==> config.mk <==
export PLATFORM = sky130hd
export DESIGN_NAME = vprio_core
export DESIGN_NICKNAME = d
export VERILOG_FILES = /design/src/rtl/vprio_pkg.sv /design/src/rtl/vprio_find.sv /design/src/rtl/vprio_judge.sv /design/src/rtl/vprio_core.sv
export SDC_FILE = /design/constraint.sdc
export NUM_CORES = 2
export LEC_CHECK = 0
export BUFFER_PORTS_ARGS = -buffer_cell sky130_fd_sc_hd__buf_2
export CAP_MARGIN = 20
export CELL_PAD_IN_SITES_DETAIL_PLACEMENT = 1
export CELL_PAD_IN_SITES_GLOBAL_PLACEMENT = 2
export CORE_UTILIZATION = 34
export DETAILED_ROUTE_END_ITERATION = 10
export PLACE_DENSITY = 0.83
export SLEW_MARGIN = 20
export SYNTH_ARGS = -nofsm -noshare
export SYNTH_HDL_FRONTEND = slang
export SYNTH_SLANG_ARGS = --single-unit
export TNS_END_PERCENT = 1
==> constraint.sdc <==
create_clock -name clk -period 3.9 [get_ports clk]
set_input_delay 0 -clock clk [delete_from_list [all_inputs] [get_ports clk]]
set_output_delay 0 -clock clk [all_outputs]
set_load 0.05 [all_outputs]
==> src/rtl/vprio_pkg.sv <==
package vprio_pkg;
    localparam int NVEC  = 256;
    localparam int VEC_W = $clog2(NVEC);
    localparam int CLS_W = 4;
    localparam int SVR_W = VEC_W + 1;

    typedef logic [VEC_W-1:0] vec_t;
    typedef logic [CLS_W-1:0] cls_t;
    typedef logic [NVEC-1:0]  map_t;

    typedef struct packed {
        logic valid;
        vec_t vec;
        logic level;
    } post_t;

    typedef struct packed {
        logic found;
        vec_t top;
    } pick_t;

    function automatic cls_t cls_of(input vec_t v);
        return v[VEC_W-1 -: CLS_W];
    endfunction
endpackage

==> src/rtl/vprio_find.sv <==
module vprio_find
    import vprio_pkg::*;
#(
    parameter int W  = NVEC,
    parameter int IW = $clog2(W)
) (
    input  logic [W-1:0]  bits,
    output logic          found,
    output logic [IW-1:0] idx
);
    always_comb begin
        found = 1'b0;
        idx   = '0;
        for (int i = 0; i < W; i++) begin
            if (bits[i]) begin
                found = 1'b1;
                idx   = i[IW-1:0];
            end
        end
    end
endmodule

==> src/rtl/vprio_judge.sv <==
module vprio_judge
    import vprio_pkg::*;
(
    input  pick_t req_pick,
    input  pick_t svc_pick,
    input  vec_t  tpr,
    input  logic  sw_en,
    input  logic  ack,
    output vec_t  ppr,
    output logic  pending,
    output logic  grant
);
    logic blocked;

    always_comb begin
        if (svc_pick.found && (cls_of(tpr) < cls_of(svc_pick.top)))
            ppr = {cls_of(svc_pick.top), {(VEC_W-CLS_W){1'b0}}};
        else
            ppr = tpr;
    end

    assign pending = sw_en && req_pick.found &&
                     ((ppr == '0) || (cls_of(req_pick.top) > cls_of(ppr)));

    assign blocked = (tpr != '0) && (req_pick.top <= tpr);
    assign grant   = ack && sw_en && req_pick.found && !blocked;
endmodule

==> src/rtl/vprio_core.sv <==
module vprio_core
    import vprio_pkg::*;
(
    input  logic             clk,
    input  logic             rst,
    input  logic             req_valid,
    input  logic [VEC_W-1:0] req_vec,
    input  logic             req_level,
    input  logic             tpr_wr,
    input  logic [CLS_W-1:0] tpr_val,
    input  logic             svr_wr,
    input  logic [SVR_W-1:0] svr_val,
    input  logic             ack,
    input  logic             eoi,
    output logic             irq_pending,
    output logic [VEC_W-1:0] ack_vec,
    output logic             ack_level,
    output logic [VEC_W-1:0] proc_prio
);
    map_t irr_q, isr_q, tmr_q;
    map_t irr_d, isr_d, tmr_d;
    vec_t tpr_q;
    logic [SVR_W-1:0] svr_q;
    pick_t req_pick, svc_pick;
    post_t post;
    logic grant;

    assign post = '{valid: req_valid, vec: req_vec, level: req_level};

    vprio_find #(.W(NVEC), .IW(VEC_W)) u_find_req (
        .bits(irr_q), .found(req_pick.found), .idx(req_pick.top));
    vprio_find #(.W(NVEC), .IW(VEC_W)) u_find_svc (
        .bits(isr_q), .found(svc_pick.found), .idx(svc_pick.top));

    vprio_judge u_judge (
        .req_pick(req_pick), .svc_pick(svc_pick), .tpr(tpr_q),
        .sw_en(svr_q[SVR_W-1]), .ack(ack),
        .ppr(proc_prio), .pending(irq_pending), .grant(grant));

    // every event acts on pre-edge state; later lines win on a shared bit
    always_comb begin
        irr_d = irr_q;
        isr_d = isr_q;
        tmr_d = tmr_q;
        if (eoi && svc_pick.found) isr_d[svc_pick.top] = 1'b0;
        if (grant) begin
            irr_d[req_pick.top] = 1'b0;
            isr_d[req_pick.top] = 1'b1;
        end
        if (post.valid) begin
            irr_d[post.vec] = 1'b1;
            tmr_d[post.vec] = post.level;
        end
    end

    always_ff @(posedge clk) begin
        if (rst) begin
            irr_q <= '0;
            isr_q <= '0;
            tmr_q <= '0;
            tpr_q <= '0;
            svr_q <= {1'b0, {VEC_W{1'b1}}};
        end else begin
            irr_q <= irr_d;
            isr_q <= isr_d;
            tmr_q <= tmr_d;
            if (tpr_wr) tpr_q <= {tpr_val, {(VEC_W-CLS_W){1'b0}}};
            if (svr_wr) svr_q <= svr_val;
        end
    end

    assign ack_vec   = grant ? req_pick.top : svr_q[VEC_W-1:0];
    assign ack_level = grant & tmr_q[req_pick.top];

    AST_QUIET_WHEN_OFF: assert property (@(posedge clk) disable iff (rst)
        !svr_q[SVR_W-1] |-> !irq_pending);
    AST_REQ_LANDS: assert property (@(posedge clk) disable iff (rst)
        req_valid |=> irr_q[$past(req_vec)]);
    AST_GRANT_SERVICES: assert property (@(posedge clk) disable iff (rst)
        grant |=> isr_q[$past(req_pick.top)]);
    AST_BLOCK_FROZEN: assert property (@(posedge clk) disable iff (rst)
        (ack && !grant && !req_valid && !eoi) |=> ($stable(irr_q) && $stable(isr_q)));
    AST_EOI_DROPS_ONE: assert property (@(posedge clk) disable iff (rst)
        (eoi && svc_pick.found && !grant) |=>
        ($countones(isr_q) == $past($countones(isr_q)) - 1));
    AST_TPR_LOW_ZERO: assert property (@(posedge clk) disable iff (rst)
        tpr_q[VEC_W-CLS_W-1:0] == '0);
    AST_PPR_FLOOR: assert property (@(posedge clk) disable iff (rst)
        proc_prio >= tpr_q);
endmodule

[Yosys cells after proc, flatten, opt, wreduce, memory -nomap -nowiden]
Cells that the tools add are included.
Word-level totals
  flip-flop bits (word level): 781
  logic and storage cells: 1073
  output and inout bits: 18
Operators by class
  reduce and logical (&&, ||, !) cells: 15
  order comparisons: 9
  muxes and demuxes: 1037
  bitwise logic cells: 7
Operators with widths (count)
  two-way mux 8 bit: 258
  two-way mux 256 bit: 4
  two-way mux 7 bit: 128
  two-way mux 1 bit: 518
  AND 256 bit: 2
  inverter 256 bit: 2
  OR 256 bit: 2
  two-way mux 6 bit: 64
  bitwise mux 256 bit: 1
  two-way mux 5 bit: 32
  two-way mux 4 bit: 16
  less-than comparator 8 x 9 -> 1 bit (second input constant): 3
  demux 1 bit (select 8 bit): 3
  >= comparator 8 x 1 -> 1 bit (second input constant): 3
  two-way mux 3 bit: 8
  logical AND 1 bit: 11
  binary-select mux 1 bit (select 8 bit): 1
  less-or-equal comparator 8 bit: 1
  zero test 8 bit: 1
  two-way mux 2 bit: 4
  nonzero test 8 bit: 1
  greater-than comparator 4 bit: 1
  less-than comparator 4 bit: 1
  AND 1 bit: 1
  2 further kinds: 2

[Longest topological paths before layout]
  depth in word-level cells: 264
  mapped depth: 23
  gate-level depth less buffers: 22

[By module]
A second synthesis with hierarchy kept.
Unflattened totals
  cells, all modules: 5012
  area total of the unflattened synthesis: 37751.2 µm²
By module, submodules not included
  vprio_core: area each 30530.5 µm², sequential area each 15635.0 µm², times used 1, cells each 3737
  vprio_find: area each 3344.5 µm², sequential area each 0.0 µm², times used 2, cells each 601
  vprio_judge: area each 531.8 µm², sequential area each 0.0 µm², times used 1, cells each 73

[Least setup slack after synthesis]
No wires, ideal clock.
  path type: reg2out
  from: register isr_q[63]
  to: output port irq_pending
  required time: 3.900 ns
  cell stages (with the launch flop): 21
  buffers on the path: 1
  setup slack: -1.588 ns
  arrival time: 5.488 ns
  cells stage by stage: dfxtp_1 or4_1 or4_1 or3_1 a21oi_1 o21a_1 o21ai_0 inv_1 buf_2 ha_1 o2111ai_1 o211ai_1 o21ai_0 ha_1 nor2b_1 o21ai_0 nand2b_1 a21oi_1 a41o_1 o31ai_1 o211a_1
On the way
  longest elaborated chain between the ends: 199
  elaborated cells on any way between the ends: 393
RTL lines
  from (decl): line vprio_core.sv:20  | map_t irr_q, isr_q, tmr_q;
  from (signal assigned): line vprio_core.sv:65  | isr_q <= isr_d;
  two-way mux 6 bit: line vprio_find.sv:15  | if (bits[i]) begin
  two-way mux 7 bit (64 in series): line vprio_find.sv:15
  two-way mux 8 bit (128 in series): line vprio_find.sv:15
  less-than comparator 4 bit: line vprio_judge.sv:16  | if (svc_pick.found && (cls_of(tpr) < cls_of(svc_pick.top)))
  logical AND 1 bit: line vprio_judge.sv:16
  two-way mux 8 bit (*): line vprio_judge.sv:16
  via proc_prio[4]: line vprio_core.sv:18  | output logic [VEC_W-1:0] proc_prio
  greater-than comparator 4 bit or zero test 8 bit (tied branches): line vprio_judge.sv:23  | ((ppr == '0) || (cls_of(req_pick.top) > cls_of(ppr)));
  logical OR 1 bit (*): line vprio_judge.sv:23
  logical AND 1 bit (*): line vprio_judge.sv:22  | assign pending = sw_en && req_pick.found &&
  to (decl): line vprio_core.sv:15  | output logic irq_pending,
The timed path passes the listed nets; every way through them passes the cells marked *.

[Worst setup path in the final report]
  from: register isr_q[57]
  to: output port irq_pending
On the way
  longest elaborated chain between the ends: 205
  elaborated cells on any way between the ends: 405
RTL lines (line)
  two-way mux 6 bit (7 in series): vprio_find.sv:15
  two-way mux 7 bit (64 in series): vprio_find.sv:15
  two-way mux 8 bit (128 in series): vprio_find.sv:15
  less-than comparator 4 bit: vprio_judge.sv:16
  logical AND 1 bit: vprio_judge.sv:16
  two-way mux 8 bit (*): vprio_judge.sv:16
  greater-than comparator 4 bit or zero test 8 bit (tied branches): vprio_judge.sv:23
  logical OR 1 bit (*): vprio_judge.sv:23
  logical AND 1 bit (*): vprio_judge.sv:22
Every way passes the cells marked *; elsewhere a longest branch is shown, timed or not.

==> metrics.txt <==
drt total wl 228 mm; min cycle time layout 5.36 ns; Worst Setup End Kind primary output; Fmax 187 MHz; number of CTS-inserted buffers 93; crit path DAT 5.36 ns; Pwr Density 379 mW/mm^2; Core Region 0.112 sq mm; area post-placement 0.0489 sq mm; layout cells sized above 1 28.9%; CP max FO 2; DR iter-0 viols 5613; placed cells 7559; Critical Path, Cell by Cell or4_4, or4_4, a41o_4, a21oi_2, buf_4, o21ai_2, a21oi_2, o31ai_2, a21boi_2, o21a_1, o2111ai_2, o211ai_1, mux2i_1, ha_1, nor2b_4, o21ai_2, nand2b_1, a21oi_2, a41o_1, o31ai_1, o211a_2, buf_8; status finished, violations left; Least-Margin Pin Slew 1.13 ns; Row Count 123; critical path startpoint category flip-flop; CTS H-tree depth 3; Async SR Flop Fraction 0%; vias per cell 6.10; GRT overflow 0; Worst path slowest cell or4_4; Syn Area/Cell 7.41 sq um; Post-synth EDFFs 0; Post-Place Setup Slack -1.08 ns; Clock Sink Count 781; Peak VDD IR 0.000339 V; final hold slack 0.0505 ns; critical path required time 3.90 ns; port buffer count 42; starting density of the core 34.3%; CP peak stage delay 0.56 ns; DP Wirelength 173 mm; Slew HR 24.9%; Synth area leaders dfxtp_1 (41%), a21oi_1 (10%), nand2_1 (9.0%); Mapped Area 0.0385 sq mm; Die Footprint 0.115 sq mm; largest net degree at the start of global routing 147; crit share post-route 137%; CP dominant cell by count a21oi_2; initial antenna violation count 9; Post-Layout Cell Count 7798; worst setup margin -1.46 ns; design area 0.0542 sq mm; drt first pass iters 6; unrepaired setup endpoints after global routing yes; LEAKAGE 20.8 nW; Min-Delay Path Class in2reg; fin util 48.2%; Die Width 339 um; buffer depth of the longest clock path 3; number of remaining DRC errors 0; Clock Latency Late Sink 0.68 ns; synthesis-stage register bit count 781; top-area cell type share of the netlist area 40.6%; nets 6260; failing checks negative setup slack; Vias 47500; vias in the first global route 46000; largest area contributor in the netlist dfxtp_1; Area Growth Syn to Fin 40.7%; CTS tree yes; post-synth cell types 90; Root Driver clkbuf_16; worst clock skew 0.0213 ns; Post-Synthesis Cells 5204; Most used DFF post-synth dfxtp_1; final setup fails 526; first-pass GRT wire length 323 mm; max-slew violations 0; final hold violations 0; Setup CP Type reg2out; Max Cap Viol 0; Worst-path clk slew 0.06 ns; synth warn 0; total track usage 38.0%; post-route ant nets 0; Final GP Congestion 1.05; # IOs 47; register area share after synthesis 40.6%; drt wl/cell 29.2 um; Die Y-Extent 339 um
[path summary, 6_finish.rpt]
| check | start | to | slack [ns] | cells after the start |
|---|---|---|---|---|
| worst max-delay path | isr_q[57] | irq_pending | -1.46 | 22 |
| worst min-delay path | req_vec[6] | tmr_q[233] | 0.05 | 4 |
| worst max register to register | irr_q[43] | irr_q[73] | -0.77 | 23 |
| worst min register to register | tmr_q[166] | tmr_q[166] | 0.45 | 2 |
[critical path: cells and delay by family, from the launching register on]
kind                       cells  cell delay, ns
DFF                            1            0.32
muxes                          1            0.32
and+or+nand+nor                4            1.31
adders and majority gates      1            0.30
AOI/OAI and AO/OA             14            2.13
buffers and inverters          2            0.30
[timing repair]
| item | 4_1_cts | 5_1_grt |
|---|---|---|
| endpoints found under the setup margin | 526 | 526 |
| hold endpoints to repair | 116 | 0 |
| hold buffers | 29 | 0 |
| buffers inserted | 11 | 26 |
| resized for setup | 234 | 203 |
| gates cloned | 0 | 1 |
| pin swaps | 84 | 47 |
[report_power, final]
group	switching, W	internal [W]	total, W
clock	0.00383	0.00533	0.00917
combinational	0.00212	0.00123	0.00334
sequential	0.0000204	0.00800	0.00802
[cells by family after synthesis]
group	after synthesis	share of synthesized area [%]
compound gates	1647	24.7
fa+ha+maj	11	0.357
buf+inv	437	4.61
flops	781	40.6
mux	124	3.28
other cells	1	0.00973
simple gates	2203	26.4
[synthesized netlist by cell type (105+ instances only)]
cell      count
nor3_1      119
clkbuf_1    271
inv_1       105
a22oi_1     114
nor4_1      158
o21ai_0     413
nand3_1     328
nand2_1     925
mux2i_1     114
dfxtp_1     781
a21oi_1     804
nor2_1      391
[metrics by stage]
stage / setup TNS [ns] / total power, W
after floorplan: -3.27 / 0.00952
after global placement: -342.73 / 0.0110
after detailed placement: -351.40 / 0.0111
after CTS: -175.32 / 0.0202
after global routing: -308.57 / 0.0209
final: -229.37 / 0.0205
[area by class of cell]
class                      instances  area (sq um)
sequential                       781         15600
clock inverter                    40           408
timing repair buffer            1250         10400
antenna                            3          7.51
fill                           13700         58300
multi-input combinational       3989         22800
tap                             1500          1880
clock buffer                     130          2730
inverter                         105           394
[placed cells by master (no fill, tap or decap), types with 105 or more instances in the layout]
cell / count
a21oi_1: 734
buf_4: 1090
dfxtp_1: 770
mux2i_1: 110
nand2_1: 789
nand2_2: 131
nand3_1: 326
nor2_1: 354
nor3_1: 105
nor4_1: 136
o21ai_0: 399
[layer usage]
| metal | vias to the layer above | wire, um | global-route usage [%] |
|---|---|---|---|
| met4 | 12 | 10400 | 15.9 |
| met2 | 2555 | 94400 | 55.3 |
| li1 | 20800 | - | - |
| met1 | 23700 | 98600 | 53.3 |
| met3 | 512 | 24200 | 9.11 |
| met5 | - | 77 | 0 |
[registers in the layout, summed over array words and instances, names as in the netlist]
register / count
irr_q: 256
isr_q: 256
svr_q: 9
tmr_q: 256
tpr_q: 4
(Power assumes the default switching activity.)
